==> src/rtl/cws_pkg.sv <==
package cws_pkg;
  localparam int TRIG_W = 6;
  localparam int TB_START  = 0;
  localparam int TB_RESEED = 5;
  localparam logic [TRIG_W-1:0] TRIG_RST = 6'b111110;

  typedef enum logic [1:0] {
    BANK_KEY  = 2'd0,
    BANK_IV   = 2'd1,
    BANK_DIN  = 2'd2,
    BANK_DOUT = 2'd3
  } bank_e;

  typedef enum logic [1:0] {
    PH_IDLE = 2'd0,
    PH_SEED = 2'd1,
    PH_FILL = 2'd2
  } phase_e;
endpackage

==> src/rtl/cws_lfsr.sv <==
module cws_lfsr #(
  parameter int W = 32,
  parameter logic [W-1:0] MASK = 32'h80200003,
  parameter logic [W-1:0] RST  = 32'h6A09E667
) (
  input  logic         clk,
  input  logic         rst_n,
  input  logic         load,
  input  logic [W-1:0] load_val,
  input  logic         step,
  output logic [W-1:0] state
);
  logic [W-1:0] nxt;

  always_comb begin
    nxt = state >> 1;
    if (state[0]) nxt = nxt ^ MASK;
  end

  always_ff @(posedge clk or negedge rst_n) begin
    if (!rst_n)    state <= RST;
    else if (load) state <= load_val;
    else if (step) state <= nxt;
  end

  // the generator never holds zero
  p_state_nonzero_r6: assert property (@(posedge clk) disable iff (!rst_n)
    state != '0);
  // a reseed and a wipe word never touch the generator together
  p_load_step_excl_r3: assert property (@(posedge clk) disable iff (!rst_n)
    !(load && step));
endmodule

==> src/rtl/cws_pick.sv <==
module cws_pick #(
  parameter int N  = 4,
  parameter int IW = 2
) (
  input  logic [N-1:0]  req,
  output logic          any,
  output logic [IW-1:0] idx
);
  always_comb begin
    idx = '0;
    for (int i = N - 1; i >= 0; i--) begin
      if (req[i]) idx = IW'(i);
    end
    any = |req;
  end
endmodule

==> src/rtl/cws_wordctr.sv <==
module cws_wordctr
  import cws_pkg::*;
#(
  parameter int KEY_WORDS  = 8,
  parameter int IV_WORDS   = 4,
  parameter int DATA_WORDS = 4,
  parameter int IDX_W      = 3
) (
  input  logic             clk,
  input  logic             rst_n,
  input  logic             clr,
  input  logic             adv,
  input  logic             active,
  input  bank_e            bank,
  output logic [IDX_W-1:0] idx,
  output logic             last
);
  logic [IDX_W:0] len_tab [4];

  for (genvar g = 0; g < 4; g++) begin : g_len
    localparam int L = (g == 0) ? KEY_WORDS : (g == 1) ? IV_WORDS : DATA_WORDS;
    assign len_tab[g] = (IDX_W + 1)'(L);
  end

  assign last = ({1'b0, idx} == (len_tab[bank] - 1'b1));

  always_ff @(posedge clk or negedge rst_n) begin
    if (!rst_n)   idx <= '0;
    else if (clr) idx <= '0;
    else if (adv) idx <= idx + 1'b1;
  end

  // the index stays inside the selected bank
  p_idx_in_range_r5: assert property (@(posedge clk) disable iff (!rst_n)
    active |-> ({1'b0, idx} < len_tab[bank]));
endmodule

==> src/rtl/cipher_wipe_seq.sv <==
module cipher_wipe_seq
  import cws_pkg::*;
#(
  parameter int WORD_W     = 32,
  parameter int KEY_WORDS  = 8,
  parameter int IV_WORDS   = 4,
  parameter int DATA_WORDS = 4,
  parameter logic [WORD_W-1:0] LFSR_MASK = 32'h80200003,
  parameter logic [WORD_W-1:0] LFSR_RST  = 32'h6A09E667,
  localparam int MAX_A     = (KEY_WORDS > IV_WORDS) ? KEY_WORDS : IV_WORDS,
  localparam int MAX_WORDS = (MAX_A > DATA_WORDS) ? MAX_A : DATA_WORDS,
  localparam int IDX_W     = (MAX_WORDS > 1) ? $clog2(MAX_WORDS) : 1
) (
  input  logic              clk,
  input  logic              rst_n,
  input  logic              trig_we,
  input  logic [5:0]        trig_wdata,
  output logic [5:0]        trig_q,
  output logic              idle,
  output logic              start_pulse,
  output logic              ent_req,
  input  logic              ent_ack,
  input  logic [WORD_W-1:0] ent_data,
  output logic              wr_valid,
  input  logic              wr_ready,
  output logic [1:0]        wr_bank,
  output logic [IDX_W-1:0]  wr_idx,
  output logic [WORD_W-1:0] wr_data
);
  phase_e phase_q, phase_d;
  bank_e  bank_q, bank_d;
  logic [TRIG_W-1:0] trig_r, trig_d, done, bank_bit;
  logic start_d, ctr_clr, ctr_adv, last;
  logic lfsr_load, lfsr_step, wipe_any, seed_ok;
  logic [1:0] pick_idx;

  cws_pick #(.N(4), .IW(2)) u_pick (
    .req (trig_r[4:1]),
    .any (wipe_any),
    .idx (pick_idx)
  );

  cws_wordctr #(
    .KEY_WORDS (KEY_WORDS),
    .IV_WORDS  (IV_WORDS),
    .DATA_WORDS(DATA_WORDS),
    .IDX_W     (IDX_W)
  ) u_ctr (
    .clk   (clk),
    .rst_n (rst_n),
    .clr   (ctr_clr),
    .adv   (ctr_adv),
    .active(wr_valid),
    .bank  (bank_q),
    .idx   (wr_idx),
    .last  (last)
  );

  cws_lfsr #(.W(WORD_W), .MASK(LFSR_MASK), .RST(LFSR_RST)) u_lfsr (
    .clk     (clk),
    .rst_n   (rst_n),
    .load    (lfsr_load),
    .load_val(ent_data),
    .step    (lfsr_step),
    .state   (wr_data)
  );

  assign seed_ok  = ent_ack && (ent_data != '0);
  assign bank_bit = TRIG_W'(2) << bank_q;

  always_comb begin
    phase_d   = phase_q;
    bank_d    = bank_q;
    done      = '0;
    start_d   = 1'b0;
    ctr_clr   = 1'b0;
    ctr_adv   = 1'b0;
    lfsr_load = 1'b0;
    lfsr_step = 1'b0;
    unique case (phase_q)
      PH_IDLE: begin
        if (trig_r[TB_RESEED]) begin
          phase_d = PH_SEED;
        end else if (wipe_any) begin
          phase_d = PH_FILL;
          bank_d  = bank_e'(pick_idx);
          ctr_clr = 1'b1;
        end else if (trig_r[TB_START]) begin
          start_d        = 1'b1;
          done[TB_START] = 1'b1;
        end
      end
      PH_SEED: begin
        if (seed_ok) begin
          lfsr_load       = 1'b1;
          done[TB_RESEED] = 1'b1;
          phase_d         = PH_IDLE;
        end
      end
      PH_FILL: begin
        if (wr_ready) begin
          lfsr_step = 1'b1;
          if (last) begin
            done    = bank_bit;
            phase_d = PH_IDLE;
          end else begin
            ctr_adv = 1'b1;
          end
        end
      end
      default: phase_d = PH_IDLE;
    endcase
    trig_d = (trig_r & ~done) | ({TRIG_W{trig_we}} & trig_wdata);
  end

  always_ff @(posedge clk or negedge rst_n) begin
    if (!rst_n) begin
      phase_q     <= PH_IDLE;
      bank_q      <= BANK_KEY;
      trig_r      <= TRIG_RST;
      start_pulse <= 1'b0;
    end else begin
      phase_q     <= phase_d;
      bank_q      <= bank_d;
      trig_r      <= trig_d;
      start_pulse <= start_d;
    end
  end

  assign trig_q   = trig_r;
  assign idle     = ~|trig_r[5:1];
  assign ent_req  = (phase_q == PH_SEED);
  assign wr_valid = (phase_q == PH_FILL);
  assign wr_bank  = bank_q;

  // request held until a usable seed arrives
  p_req_hold_r4: assert property (@(posedge clk) disable iff (!rst_n)
    (ent_req && !(ent_ack && ent_data != '0)) |=> ent_req);
  // a zero seed leaves the generator untouched
  p_zero_seed_ignored_r4: assert property (@(posedge clk) disable iff (!rst_n)
    (ent_req && ent_ack && ent_data == '0) |=> $stable(wr_data));
  // stalled word is held steady
  p_word_stable_r5: assert property (@(posedge clk) disable iff (!rst_n)
    (wr_valid && !wr_ready) |=> (wr_valid && $stable(wr_data) && $stable(wr_idx) && $stable(wr_bank)));
  // never a reseed and a wipe at once
  p_one_task_r3: assert property (@(posedge clk) disable iff (!rst_n)
    !(wr_valid && ent_req));
  // busy tasks keep idle low
  p_busy_not_idle_r7: assert property (@(posedge clk) disable iff (!rst_n)
    (wr_valid || ent_req) |-> !idle);
  // start never overlaps a wipe or reseed
  p_start_alone_r8: assert property (@(posedge clk) disable iff (!rst_n)
    start_pulse |-> (!wr_valid && !ent_req && idle));
  // a finished wipe drops its bit unless rewritten
  p_drop_on_finish_r2: assert property (@(posedge clk) disable iff (!rst_n)
    (wr_valid && wr_ready && last && !trig_we) |=> ((trig_q & $past(bank_bit)) == '0));
endmodule

==> config.mk <==
export PLATFORM = sky130hd
export DESIGN_NAME = cipher_wipe_seq
export DESIGN_NICKNAME = d
export VERILOG_FILES = /design/src/rtl/cws_pkg.sv /design/src/rtl/cws_lfsr.sv /design/src/rtl/cws_pick.sv /design/src/rtl/cws_wordctr.sv /design/src/rtl/cipher_wipe_seq.sv
export SDC_FILE = /design/constraint.sdc
export NUM_CORES = 1
export LEC_CHECK = 0
export BUFFER_PORTS_ARGS = -buffer_cell sky130_fd_sc_hd__buf_2
export CAP_MARGIN = 30
export CORE_ASPECT_RATIO = 1.4
export CORE_MARGIN = 8
export CORE_UTILIZATION = 38
export CTS_CLUSTER_SIZE = 16
export DETAILED_ROUTE_END_ITERATION = 12
export PLACE_DENSITY_LB_ADDON = 0.08
export SLEW_MARGIN = 10
export SYNTH_ARGS = -nofsm -noshare
export SYNTH_HDL_FRONTEND = slang
export SYNTH_SLANG_ARGS = --single-unit
==> constraint.sdc <==
create_clock -name clk -period 1.5 [get_ports clk]
set_clock_uncertainty 0.1 [all_clocks]
set_input_delay 0 -clock clk [delete_from_list [all_inputs] [get_ports clk]]
set_output_delay 0 -clock clk [all_outputs]
set_load 0.005 [all_outputs]
==> results.toml <==
[timing]
fmax_mhz = 622.8
worstMarginPinSlew_ns = 0.3752
setup_slack_ns = -0.1058
hold_violations = 0
fin_crit_sh_pct = 107.1
setup_viol = 41
drv_slew = 0
maxSlewHeadroom_pct = 74.75
rsz0062_at_grt = "true"
min_period_ns = 1.606
setup-tns-final_ns = -2.856

[finish]
final_cells = 494
area.growth.synth_to_final_pct = 71.10
nFillCells = 527
multi_input_area_sq_mm = 0.001287
drive_gt1_share_pct = 51.18
final_area_sq_mm = 0.004059
diodes = 0
seqCellArea_sq_mm = 0.001179
final_nets = 465

[worst_setup_path]
crit_arrival_ns = 1.69
startpoint_type = "flip-flop"
cp_max_fo = 8
path_cells = "and3b_2, o21ai_4, bufbuf_16, mux2_4"
path_class = "reg2reg"
worstSetupEndpointType = "flip-flop"
slowest_stage = "dfrtp_2"
critPathMaxStageDelay_ns = 0.46
cp_data_required_time_ns = 1.58

[synthesis]
synth_top_family_by_area = "simple AND/OR/NAND/NOR gates"
synth.top_cell.area_share_pct = 26.37
synthSimpleGateAreaFrac_pct = 23.52
yosysTopAreaCell = "dfrtp_1"
yosys.area_share.adder_pct = 0.5274
synthMuxAreaShare_pct = 15.61
synth_nets = 288
seq_area_frac_synth_pct = 49.63
synth_most_common_cell = "nand2_1"
async_flop_share_pct = 100.0
yosys.area_share.xor_xnor_pct = 1.108
ys_ff_latch = 46
syn_inst = 244
ys_types = 32
syn_area_sq_mm = 0.002372
synth_compound_area_share_pct = 6.435
yosys_warnings = 0
synthTopCellsByCount = "nand2_1, mux2_2, dfrtp_1"
synth_area_leaders = "dfrtp_1, dfstp_2, nand2_1"
avgSynthCellArea_sq_um = 9.722
synth-edff-count = 0
synth_ff_type = "dfrtp_1"

[drt]
avgRoutedWirePerCell_um = 16.27
vias_per_cell = 5.020
drc = 0
drt_first_pass_iters = 4
ant_nets = 0
first_iter_violations = 106
wl_mm = 8.037
vias = 2480

[floorplan]
die_w_um = 82.78
die_h_um = 109.5
initial_utilization_pct = 38.73
core_area_sq_mm = 0.006126
dieArea_sq_mm = 0.009063
io-pin-count = 90
placement_rows = 34

[place]
gp_congestion = 0.7405
io_buffers = 89
hpwl_mm = 5.169
placed_cell_area_sq_mm = 0.003186
place_inst = 433
pre_cts_ws_ns = -0.3064

[power_and_ir_drop]
peakVddDrop_v = 0.0006883
p_leak_nw = 2.133
total_power_mw = 6.402
p_per_area_mw_per_mm2 = 1577

[cts]
cts_sinks = 46
cts_tree = "built"
cts_max_path_buffers = 2
clk_pin_slew_ns = 0.09
cts_max_level = 2
cts_buffers = 5
clock_latency_ns = 0.29
cts.root.buffer_cell = "clkbuf_8"

[grt]
antenna_found_initial = 0
grt_max_degree = 47
grt_pass1_wl_mm = 12.72
grt_use_total_pct = 17.91
grt_overflow_total = 0
grt_pass1_vias = 2661

[outcome]
violations = "negative setup slack"
status = "finished with violations"

[worst_hold_path]
holdCritPathClass = "in2reg"

[run]
cap_violations = 0
-- state kept, by name (all words and copies together) (netlist names) --
name,flops
u_lfsr.state,32
trig_q,6
u_ctr.idx,3
phase_q,2
wr_bank,2
start_pulse,1
-- worst paths after layout --
check                             from          endpoint  slack (ns)  depth (start not counted)
hold / removal             ent_data[0]   u_lfsr.state[0]        0.08                          5
max in group asynchronous        rst_n         trig_q[3]        0.90                          3
setup reg to reg            phase_q[0]  u_lfsr.state[21]       -0.11                          4
hold reg to reg             phase_q[1]        phase_q[0]        0.38                          1
min in group asynchronous        rst_n  u_lfsr.state[24]        0.12                          3
setup / recovery            phase_q[0]  u_lfsr.state[21]       -0.11                          4
-- layer usage --
metal	track usage [%]	share of wire (%)
met5	0	0
met2	32.37	52
met1	20.52	41
met4	4.950	1.4
met3	3.437	5.2
-- power by group --
part	internal (mW)	switching, mW	total, mW
Sequential	1.92	0.445	2.36
Combinational	2.02	1.27	3.29
Clock	0.332	0.417	0.749
Total	4.27	2.13	6.40
-- through the flow --
step | util [%] | hold WS [ns]
floorplan | - | -0.3956
global placement | 52.00 | -0.09321
detailed placement | 52.00 | -0.09250
CTS | 63.87 | 0.05522
global route | 66.26 | 0.07781
finish | 66.26 | 0.08280
-- critical path, delay by kind of cell (launching register included) --
kind	cells	cell delay, ns
compound gates	1	0.08
buf+inv	1	0.30
simple gates	1	0.26
flops	1	0.46
mux	1	0.29
-- cell type report --
cell class	count	area share [%]
repair buffers	181	34.86
flip-flops and latches	46	29.04
clock buffers	8	1.973
well taps	72	2.219
inverters	2	0.1850
multi-input cells	185	31.72
-- cell families after synthesis --
kind of cell	after synthesis
simple gates	127
flops	46
xor+xnor	3
mux	33
fa+ha+maj	1
buf+inv	13
compound gates	21
-- layout by cell type, fill, tap and decap left out, drive strengths merged, types with 2 or more instances in the layout --
master and count:
o21ai 8, nor3 3, nand4 4, nor2 5, nand2 96, inv 2, buf 138, and3 2
or3 3, dfstp 21, dfrtp 25, a21oi 2, clkbuf 9, a22o 6, xnor2 3, dlygate4sd3 41
and3b 2, nor4 8, nor2b 2, mux2 32
-- what timing repair did --
| action | in CTS | in global routing |
|---|---|---|
| hold buffers | 41 | 0 |
| setup endpoints to repair | 43 | 45 |
| gates cloned | 2 | 1 |
| hold endpoints to repair | 85 | 0 |
| pin swaps | 2 | 6 |
| buffers inserted | 8 | 1 |
| gates resized for setup | 32 | 29 |
Note: power is estimated with default switching activity, not from simulation.
